[src/rtl/robq_pkg.sv]
package robq_pkg;

  typedef enum logic [1:0] {
    K_ALU   = 2'd0,
    K_LOAD  = 2'd1,
    K_STORE = 2'd2
  } op_kind_e;

  // S_FREE doubles as the retired state: a slot leaves the buffer into it.
  typedef enum logic [1:0] {
    S_FREE   = 2'd0,
    S_ISSUED = 2'd1,
    S_EXEC   = 2'd2,
    S_DONE   = 2'd3
  } slot_st_e;

endpackage

[src/rtl/robq_ptrs.sv]
module robq_ptrs #(
  parameter int DEPTH = 8,
  localparam int IDX_W = (DEPTH > 1) ? $clog2(DEPTH) : 1,
  localparam int CNT_W = $clog2(DEPTH + 1)
) (
  input  logic             clk,
  input  logic             rst_n,
  input  logic             push,
  input  logic             pop,
  output logic [IDX_W-1:0] head_idx,
  output logic [IDX_W-1:0] tail_idx,
  output logic             full,
  output logic             empty
);

  logic [CNT_W-1:0] cnt;

  function automatic logic [IDX_W-1:0] step(input logic [IDX_W-1:0] i);
    return (i == IDX_W'(DEPTH - 1)) ? '0 : i + IDX_W'(1);
  endfunction

  always_ff @(posedge clk) begin
    if (!rst_n) begin
      head_idx <= '0;
      tail_idx <= '0;
      cnt      <= '0;
    end else begin
      if (push) tail_idx <= step(tail_idx);
      if (pop)  head_idx <= step(head_idx);
      case ({push, pop})
        2'b10:   cnt <= cnt + CNT_W'(1);
        2'b01:   cnt <= cnt - CNT_W'(1);
        default: cnt <= cnt;
      endcase
    end
  end

  assign full  = (cnt == CNT_W'(DEPTH));
  assign empty = (cnt == '0);

  AST_FULL_HOLD: assert property (@(posedge clk) disable iff (!rst_n)
    (full && !pop) |=> full);
  AST_EMPTY_HOLD: assert property (@(posedge clk) disable iff (!rst_n)
    (empty && !push) |=> empty);
  AST_NO_UNDERFLOW: assert property (@(posedge clk) disable iff (!rst_n)
    pop |-> !empty);
  AST_PAIR_KEEPS_LEVEL: assert property (@(posedge clk) disable iff (!rst_n)
    (push && pop) |=> (full == $past(full)) && (empty == $past(empty)));

endmodule

[src/rtl/robq_slots.sv]
module robq_slots
  import robq_pkg::*;
#(
  parameter int DEPTH  = 8,
  parameter int DATA_W = 32,
  parameter int REG_W  = 5,
  parameter int ADDR_W = 32,
  parameter int NRD    = 2,
  localparam int IDX_W = (DEPTH > 1) ? $clog2(DEPTH) : 1,
  localparam int TAG_W = $clog2(DEPTH + 1)
) (
  input  logic              clk,
  input  logic              rst_n,
  input  logic              alloc_we,
  input  logic [IDX_W-1:0]  alloc_idx,
  input  op_kind_e          alloc_kind,
  input  logic [REG_W-1:0]  alloc_dest,
  input  logic              start_valid,
  input  logic [TAG_W-1:0]  start_tag,
  input  logic              res_valid,
  input  logic [TAG_W-1:0]  res_tag,
  input  logic [DATA_W-1:0] res_value,
  input  logic [ADDR_W-1:0] res_addr,
  input  logic              free_we,
  input  logic [IDX_W-1:0]  free_idx,
  input  logic [IDX_W-1:0]  head_idx,
  input  logic [TAG_W-1:0]  rd_tag   [NRD],
  output logic              rd_hit   [NRD],
  output logic [DATA_W-1:0] rd_value [NRD],
  output slot_st_e          head_st,
  output op_kind_e          head_kind,
  output logic [REG_W-1:0]  head_dest,
  output logic [DATA_W-1:0] head_value,
  output logic [ADDR_W-1:0] head_addr
);

  slot_st_e          st    [DEPTH];
  op_kind_e          kind  [DEPTH];
  logic [REG_W-1:0]  dest  [DEPTH];
  logic [DATA_W-1:0] val   [DEPTH];
  logic [ADDR_W-1:0] addr  [DEPTH];

  // State: allocation and retirement outrank bus events, which only
  // land on slots that are still waiting for their result.
  always_ff @(posedge clk) begin
    if (!rst_n) begin
      for (int i = 0; i < DEPTH; i++) st[i] <= S_FREE;
    end else begin
      for (int i = 0; i < DEPTH; i++) begin
        if (alloc_we && alloc_idx == IDX_W'(i))
          st[i] <= S_ISSUED;
        else if (free_we && free_idx == IDX_W'(i))
          st[i] <= S_FREE;
        else if (res_valid && res_tag == TAG_W'(i + 1) &&
                 (st[i] == S_ISSUED || st[i] == S_EXEC))
          st[i] <= S_DONE;
        else if (start_valid && start_tag == TAG_W'(i + 1) && st[i] == S_ISSUED)
          st[i] <= S_EXEC;
      end
    end
  end

  // Payload storage needs no reset: state gates every read.
  always_ff @(posedge clk) begin
    for (int i = 0; i < DEPTH; i++) begin
      if (alloc_we && alloc_idx == IDX_W'(i)) begin
        kind[i] <= alloc_kind;
        dest[i] <= alloc_dest;
      end
      if (res_valid && res_tag == TAG_W'(i + 1) &&
          (st[i] == S_ISSUED || st[i] == S_EXEC)) begin
        val[i]  <= res_value;
        addr[i] <= res_addr;
      end
    end
  end

  for (genvar r = 0; r < NRD; r++) begin : g_rd
    logic             r_ok;
    logic [IDX_W-1:0] r_idx;
    assign r_ok        = (rd_tag[r] != '0) && (rd_tag[r] <= TAG_W'(DEPTH));
    assign r_idx       = IDX_W'(rd_tag[r] - TAG_W'(1));
    assign rd_hit[r]   = r_ok && (st[r_idx] == S_DONE);
    assign rd_value[r] = r_ok ? val[r_idx] : '0;
  end

  assign head_st    = st[head_idx];
  assign head_kind  = kind[head_idx];
  assign head_dest  = dest[head_idx];
  assign head_value = val[head_idx];
  assign head_addr  = addr[head_idx];

  AST_ALLOC_INTO_FREE: assert property (@(posedge clk) disable iff (!rst_n)
    alloc_we |-> st[alloc_idx] == S_FREE);
  AST_FREE_ONLY_DONE: assert property (@(posedge clk) disable iff (!rst_n)
    free_we |-> (st[free_idx] == S_DONE && free_idx == head_idx));

endmodule

[src/rtl/robq_retire.sv]
module robq_retire
  import robq_pkg::*;
#(
  parameter int DEPTH  = 8,
  parameter int DATA_W = 32,
  parameter int REG_W  = 5,
  parameter int ADDR_W = 32,
  localparam int IDX_W = (DEPTH > 1) ? $clog2(DEPTH) : 1,
  localparam int TAG_W = $clog2(DEPTH + 1)
) (
  input  logic              clk,
  input  logic              rst_n,
  input  logic              empty,
  input  logic [IDX_W-1:0]  head_idx,
  input  slot_st_e          head_st,
  input  op_kind_e          head_kind,
  input  logic [REG_W-1:0]  head_dest,
  input  logic [DATA_W-1:0] head_value,
  input  logic [ADDR_W-1:0] head_addr,
  input  logic              cm_ready,
  output logic              cm_valid,
  output logic [1:0]        cm_kind,
  output logic              cm_store,
  output logic [TAG_W-1:0]  cm_tag,
  output logic [REG_W-1:0]  cm_dest,
  output logic [DATA_W-1:0] cm_value,
  output logic [ADDR_W-1:0] cm_addr,
  output logic              pop
);

  assign cm_valid = !empty && (head_st == S_DONE);
  assign cm_kind  = head_kind;
  assign cm_store = (head_kind == K_STORE);
  assign cm_tag   = TAG_W'(head_idx) + TAG_W'(1);
  assign cm_dest  = head_dest;
  assign cm_value = head_value;
  assign cm_addr  = cm_store ? head_addr : '0;
  assign pop      = cm_valid && cm_ready;

  AST_HOLD_PAYLOAD: assert property (@(posedge clk) disable iff (!rst_n)
    (cm_valid && !cm_ready) |=> cm_valid && $stable(cm_tag) &&
      $stable(cm_value) && $stable(cm_dest) && $stable(cm_kind));
  AST_TAG_NONZERO: assert property (@(posedge clk) disable iff (!rst_n)
    cm_valid |-> cm_tag != '0);
  AST_NEXT_TAG: assert property (@(posedge clk) disable iff (!rst_n)
    pop |=> cm_tag != $past(cm_tag));

endmodule

[src/rtl/robq_core.sv]
module robq_core
  import robq_pkg::*;
#(
  parameter int DEPTH  = 8,
  parameter int DATA_W = 32,
  parameter int REG_W  = 5,
  parameter int ADDR_W = 32,
  parameter int NRD    = 2,
  localparam int IDX_W = (DEPTH > 1) ? $clog2(DEPTH) : 1,
  localparam int TAG_W = $clog2(DEPTH + 1)
) (
  input  logic                  clk,
  input  logic                  rst_n,
  input  logic                  alloc_valid,
  output logic                  alloc_ready,
  input  logic [1:0]            alloc_kind,
  input  logic [REG_W-1:0]      alloc_dest,
  output logic [TAG_W-1:0]      alloc_tag,
  input  logic                  start_valid,
  input  logic [TAG_W-1:0]      start_tag,
  input  logic                  res_valid,
  input  logic [TAG_W-1:0]      res_tag,
  input  logic [DATA_W-1:0]     res_value,
  input  logic [ADDR_W-1:0]     res_addr,
  input  logic [NRD*TAG_W-1:0]  rd_tag,
  output logic [NRD-1:0]        rd_hit,
  output logic [NRD*DATA_W-1:0] rd_value,
  output logic                  cm_valid,
  input  logic                  cm_ready,
  output logic [1:0]            cm_kind,
  output logic                  cm_store,
  output logic [TAG_W-1:0]      cm_tag,
  output logic [REG_W-1:0]      cm_dest,
  output logic [DATA_W-1:0]     cm_value,
  output logic [ADDR_W-1:0]     cm_addr,
  output logic                  full,
  output logic                  empty
);

  logic             push, pop;
  logic [IDX_W-1:0] head_idx, tail_idx;
  slot_st_e          head_st;
  op_kind_e          head_kind;
  logic [REG_W-1:0]  head_dest;
  logic [DATA_W-1:0] head_value;
  logic [ADDR_W-1:0] head_addr;
  logic [TAG_W-1:0]  rd_tag_a   [NRD];
  logic              rd_hit_a   [NRD];
  logic [DATA_W-1:0] rd_value_a [NRD];

  assign alloc_ready = !full;
  assign push        = alloc_valid && alloc_ready;
  assign alloc_tag   = TAG_W'(tail_idx) + TAG_W'(1);

  for (genvar r = 0; r < NRD; r++) begin : g_port
    assign rd_tag_a[r]                    = rd_tag[r*TAG_W +: TAG_W];
    assign rd_hit[r]                      = rd_hit_a[r];
    assign rd_value[r*DATA_W +: DATA_W]   = rd_value_a[r];
  end

  robq_ptrs #(.DEPTH(DEPTH)) u_ptrs (
    .clk      (clk),
    .rst_n    (rst_n),
    .push     (push),
    .pop      (pop),
    .head_idx (head_idx),
    .tail_idx (tail_idx),
    .full     (full),
    .empty    (empty)
  );

  robq_slots #(
    .DEPTH(DEPTH), .DATA_W(DATA_W), .REG_W(REG_W), .ADDR_W(ADDR_W), .NRD(NRD)
  ) u_slots (
    .clk         (clk),
    .rst_n       (rst_n),
    .alloc_we    (push),
    .alloc_idx   (tail_idx),
    .alloc_kind  (op_kind_e'(alloc_kind)),
    .alloc_dest  (alloc_dest),
    .start_valid (start_valid),
    .start_tag   (start_tag),
    .res_valid   (res_valid),
    .res_tag     (res_tag),
    .res_value   (res_value),
    .res_addr    (res_addr),
    .free_we     (pop),
    .free_idx    (head_idx),
    .head_idx    (head_idx),
    .rd_tag      (rd_tag_a),
    .rd_hit      (rd_hit_a),
    .rd_value    (rd_value_a),
    .head_st     (head_st),
    .head_kind   (head_kind),
    .head_dest   (head_dest),
    .head_value  (head_value),
    .head_addr   (head_addr)
  );

  robq_retire #(
    .DEPTH(DEPTH), .DATA_W(DATA_W), .REG_W(REG_W), .ADDR_W(ADDR_W)
  ) u_retire (
    .clk        (clk),
    .rst_n      (rst_n),
    .empty      (empty),
    .head_idx   (head_idx),
    .head_st    (head_st),
    .head_kind  (head_kind),
    .head_dest  (head_dest),
    .head_value (head_value),
    .head_addr  (head_addr),
    .cm_ready   (cm_ready),
    .cm_valid   (cm_valid),
    .cm_kind    (cm_kind),
    .cm_store   (cm_store),
    .cm_tag     (cm_tag),
    .cm_dest    (cm_dest),
    .cm_value   (cm_value),
    .cm_addr    (cm_addr),
    .pop        (pop)
  );

  AST_ALLOC_TAG_RANGE: assert property (@(posedge clk) disable iff (!rst_n)
    alloc_ready |-> (alloc_tag != '0 && alloc_tag <= TAG_W'(DEPTH)));
  AST_EMPTY_NO_COMMIT: assert property (@(posedge clk) disable iff (!rst_n)
    empty |-> !cm_valid);
  AST_NOT_BOTH: assert property (@(posedge clk) disable iff (!rst_n)
    !(full && empty));

endmodule

[config.mk]
export PLATFORM = sky130hd
export DESIGN_NAME = robq_core
export DESIGN_NICKNAME = d
export VERILOG_FILES = /design/src/rtl/robq_pkg.sv /design/src/rtl/robq_ptrs.sv /design/src/rtl/robq_slots.sv /design/src/rtl/robq_retire.sv /design/src/rtl/robq_core.sv
export SDC_FILE = /design/constraint.sdc
export NUM_CORES = 1
export LEC_CHECK = 0
export BUFFER_PORTS_ARGS = -buffer_cell sky130_fd_sc_hd__buf_4
export CORE_ASPECT_RATIO = 1.5
export CORE_MARGIN = 4
export CORE_UTILIZATION = 30
export CTS_CLUSTER_SIZE = 20
export DETAILED_ROUTE_END_ITERATION = 12
export GPL_TIMING_DRIVEN = 0
export SKIP_CTS_REPAIR_TIMING = 1
export SLEW_MARGIN = 20
export SYNTH_ARGS = -nofsm -noshare
export SYNTH_HDL_FRONTEND = slang
export SYNTH_SLANG_ARGS = --single-unit
[constraint.sdc]
create_clock -name clk -period 10.5 [get_ports clk]
set_clock_uncertainty 0.05 [all_clocks]
set_input_delay 0.525 -clock clk [delete_from_list [all_inputs] [get_ports clk]]
set_output_delay 0.525 -clock clk [all_outputs]
set_load 0.03 [all_outputs]
==> flow_results.org <==
** Status
- Outcome :: finished clean

** Clocking
- Clock-pin slew was measured on the worst setup and hold paths at 0.06 ns.
- Latest clock arrival within the worst-skew pair :: 0.64 ns
- Clock tree synthesis inserted a total of 59 buffers.
- The root buffer cell chosen for the clock tree is sky130_fd_sc_hd__clkbuf_16.
- The tree built by TritonCTS fans out to 597 sinks.
- Number of buffers on the longest clock path :: 3
- Number of H-tree levels :: 2
- TritonCTS built the clock tree.

** Setup path
- Required @ worst endpoint :: 9.93 ns
- Critical-path cell list :: clkbuf_1, buf_2, buf_2, inv_1, ha_1, clkbuf_1, clkbuf_1, mux4_2, nand2_1, a21oi_1, buf_4
- Slowest cell on the critical path :: sky130_fd_sc_hd__clkbuf_1
- Together, buffers and inverters on the worst path number 7.
- Most repeated library cell on the critical path :: sky130_fd_sc_hd__clkbuf_1
- The cell family contributing the most delay on the critical path is buffers and inverters.
- Worst path max stage delay :: 0.77 ns
- Data arrival, critical path :: 4.72 ns
- R2r worst-path depth :: 12
- Max Fanout on Critical Path :: 10
- By startpoint and endpoint, the worst setup path is classified as in2out.
- STA classifies the critical path endpoint as an output pin.
- The worst register-to-register path ends at u_ptrs.cnt[3].
- Register-to-register setup slack :: 7.09 ns
- Category of the worst setup path launch point :: input pin

** Floorplan
- Vertical die dimension :: 380 um
- The initial utilization of the core area, before any placement, comes to 30.2%.
- In this run the horizontal extent of the chip is 256 um.
- Core ar. :: 0.0917 sq mm
- # rows :: 136
- The die covers 0.0974 sq mm.
- 243 I/O pins were placed.

** STA
- Maximum achievable frequency :: 189 MHz
- Across all hold checks on the routed design, the worst slack comes to 0.0507 ns.
- At the pin with the least slew margin, the transition time is 1.03 ns.
- The worst pin sits at a relative slew slack of 31.4%.
- After layout, the worst path uses 50.4% of the clock period.
- Count of endpoints failing setup in the final report :: 0
- Counting I/O delays and the setup requirement, the final critical path takes 5.29 ns.
- RSZ-0062 raised after global routing :: false
- Count of final max-slew check failures :: 0
- Final count of hold timing violations :: 0

** Logic synthesis
- Synthesized cell area :: 0.0277 sq mm
- Ranked by total cell area, the synthesized netlist is headed by sky130_fd_sc_hd__edfxtp_1 (63%), sky130_fd_sc_hd__mux4_2 (23%), sky130_fd_sc_hd__nand2_1 (2.1%).
- Counting every instance in the synthesized netlist gives 1,512.
- Main flop type after synthesis :: sky130_fd_sc_hd__edfxtp_1
- Summed over its instances, the top area cell type makes up 63.3% of the synthesized netlist area.
- In this run, synthesis inferred 584 flip-flops with an integrated enable.
- Counting flops with an async set or reset pin after synthesis yields a share of 0%.
- The synthesized netlist contains 50 unique library cells.
- Dividing the synthesized area by the synthesized cell count gives 18.3 sq um.
- For this run, the number of Yosys warnings is 0.
- Number of nets in the synthesized netlist :: 1,633
- Synthesized flop and latch total :: 597
- Summed over all instances, the cell type with the most area after synthesis is sky130_fd_sc_hd__edfxtp_1.
- Share of the yosys chip area belonging to registers :: 64.2%

** Drt
- For this run, design rule violations remaining after detail routing come to 0.
- Avg Vias per Cell :: 5.29
- Total number of vias :: 16,503
- Routed len/inst :: 27.6 um
- First-pass DRT Iterations :: 5
- The count of nets left with antenna violations once routing finished came out at 0.
- Iteration-0 DRC Markers :: 1,362
- After detailed routing, the total wire length is 86,000 um.

** Global route
- Largest net degree at the start of global routing :: 41
- First-pass GRT wire length :: 124,000 um
- Vias in the first global route :: 17,794
- Initial antenna violation count :: 7
- Global routing used 17.3% of the available tracks across all layers.
- The total overflow left after global routing is 0.

** Pwr
- Net switching is 24.6% of the power.
- Static power due to leakage :: 11.2 nW
- The share of total power dissipated in combinational logic is 10.7%.
- Proportion of power drawn by the clock network :: 40.0%
- Internal power component :: 4.05 mW
- In this run the power spent charging and discharging nets is 1.32 mW.
- The design draws 5.38 mW.
- Power per Cell Area :: 160 mW/mm^2
- Across the VDD grid, the largest voltage drop is 0.161 mV.
- Register share of total power :: 49.4%

** Hold path
- Counting instances, the worst hold path has a depth of 1.
- Worst hold path endpoint :: u_slots.val[2][24]
- Tightest Hold Check Type :: in2reg
- Hold_sp :: res_value[24]

** Final layout
- Most common cell after layout, fill and taps aside :: sky130_fd_sc_hd__edfxtp_1
- At the end of the flow, the number of nets in the layout was 2,019.
- Layout Cell Area excl Fill :: 0.0337 sq mm
- In the layout the commonest cells are sky130_fd_sc_hd__edfxtp_1 (584), sky130_fd_sc_hd__buf_4 (292), sky130_fd_sc_hd__mux4_2 (277), sky130_fd_sc_hd__nand2_1 (153), sky130_fd_sc_hd__a21oi_1 (76).
- Cells fill 36.7% of the core in the end.
- Of the cells placed in the final design, the portion with a size suffix greater than 1 is 40.3%.
- The area growth from synthesis to layout is 21.6%.

** Placement
- HPWL reported at the end of detailed placement :: 63,000 um
- Port buffering added 240 buffers.
- Routability-driven placement finished with a final weighted congestion of 0.853.
- Placed Area :: 0.0317 sq mm

** Run
- Max-cap violations in this run came to 0.
[layer usage]
layer | track usage [%] | vias up | share of wire [%]
li1 | - | 6989 | -
met1 | 19.9 | 8698 | 36
met2 | 32.4 | 681 | 55
met3 | 3.67 | 131 | 6.4
met4 | 4.80 | 4 | 2.6
met5 | 0 | - | 0.024
[power by group through the flow]
stage	Clock, mW	Combinational [mW]	Sequential (mW)
4_1_cts	2.20	0.582	2.65
3_3_place_gp	0	0.565	2.71
2_1_floorplan	0	0.324	2.71
5_1_grt	2.30	0.613	2.66
6_report	2.15	0.574	2.66
3_5_place_dp	0	0.580	2.71
[registers in the layout, indices dropped and copies added (netlist names), named ones only]
signal           flops
u_slots.addr       256
u_ptrs.head_idx      3
u_slots.val        256
u_slots.st          16
u_ptrs.cnt           4
u_slots.dest        40
u_slots.kind        16
u_ptrs.tail_idx      3
[logic make-up after synthesis]
group | synth area share, %
AOI/OAI and AO/OA | 2.10
adders and majority gates | 1.29
xor gates and xnor gates | 0.285
muxes | 25.4
and+or+nand+nor | 4.63
buffers and inverters | 2.00
DFF | 64.2
[synthesized netlist by cell type (2+ instances only)]
library cell,instances
sky130_fd_sc_hd__edfxtp_1,584
sky130_fd_sc_hd__mux4_2,277
sky130_fd_sc_hd__nand2_1,153
sky130_fd_sc_hd__a21oi_1,76
sky130_fd_sc_hd__nor2_1,56
sky130_fd_sc_hd__clkbuf_1,52
sky130_fd_sc_hd__mux2_2,39
sky130_fd_sc_hd__mux2i_1,37
sky130_fd_sc_hd__inv_1,33
sky130_fd_sc_hd__buf_2,32
sky130_fd_sc_hd__ha_1,27
sky130_fd_sc_hd__nor3_1,17
sky130_fd_sc_hd__buf_1,13
sky130_fd_sc_hd__dfxtp_1,13
sky130_fd_sc_hd__nand4_1,11
sky130_fd_sc_hd__and2_1,8
sky130_fd_sc_hd__nand3_1,8
sky130_fd_sc_hd__a31oi_1,5
sky130_fd_sc_hd__nand2b_1,5
sky130_fd_sc_hd__nor2b_1,5
sky130_fd_sc_hd__or3_1,5
sky130_fd_sc_hd__xnor2_1,5
sky130_fd_sc_hd__and3_1,4
sky130_fd_sc_hd__o21ai_0,4
sky130_fd_sc_hd__xor2_1,4
sky130_fd_sc_hd__a2bb2oi_1,3
sky130_fd_sc_hd__nand3b_1,3
sky130_fd_sc_hd__o21a_1,3
sky130_fd_sc_hd__o22ai_1,3
sky130_fd_sc_hd__or4b_1,3
sky130_fd_sc_hd__a211oi_1,2
sky130_fd_sc_hd__a21o_1,2
sky130_fd_sc_hd__inv_2,2
sky130_fd_sc_hd__nor3b_1,2
[final cells by class]
type	instances	area [sq um]
antenna	4	10.0
buffer	99	424
clock buffer	65	1520
clock inverter	42	430
fill	8489	58000
inverter	35	136
multi-input combinational	781	9410
sequential	597	17800
tap	1173	1470
timing repair buffer	325	2500
[worst max-delay path by stage]
stage / depth (start not counted) / slack, ns / startpoint / endpoint
after floorplan: 3 / 2.65 / u_slots.st[7][0] / u_slots.st[7][0]
after global placement: 4 / -6.19 / res_tag[1] / u_slots.st[7][0]
after detailed placement: 11 / 5.13 / rd_tag[0] / rd_value[22]
after CTS: 11 / 5.14 / rd_tag[0] / rd_value[22]
after global routing: 11 / 5.01 / rd_tag[0] / rd_value[22]
final: 11 / 5.21 / rd_tag[0] / rd_value[22]
[per-stage QoR]
stage	setup TNS (ns)	worst slack, ns	std cells
floorplan	0	2.65	1512
global placement	-1177.78	-6.19	2925
detailed placement	0	5.13	3009
CTS	0	5.14	3116
global route	0	5.01	3118
finish	0	5.21	3121
Power figures use the tool's default switching activity.
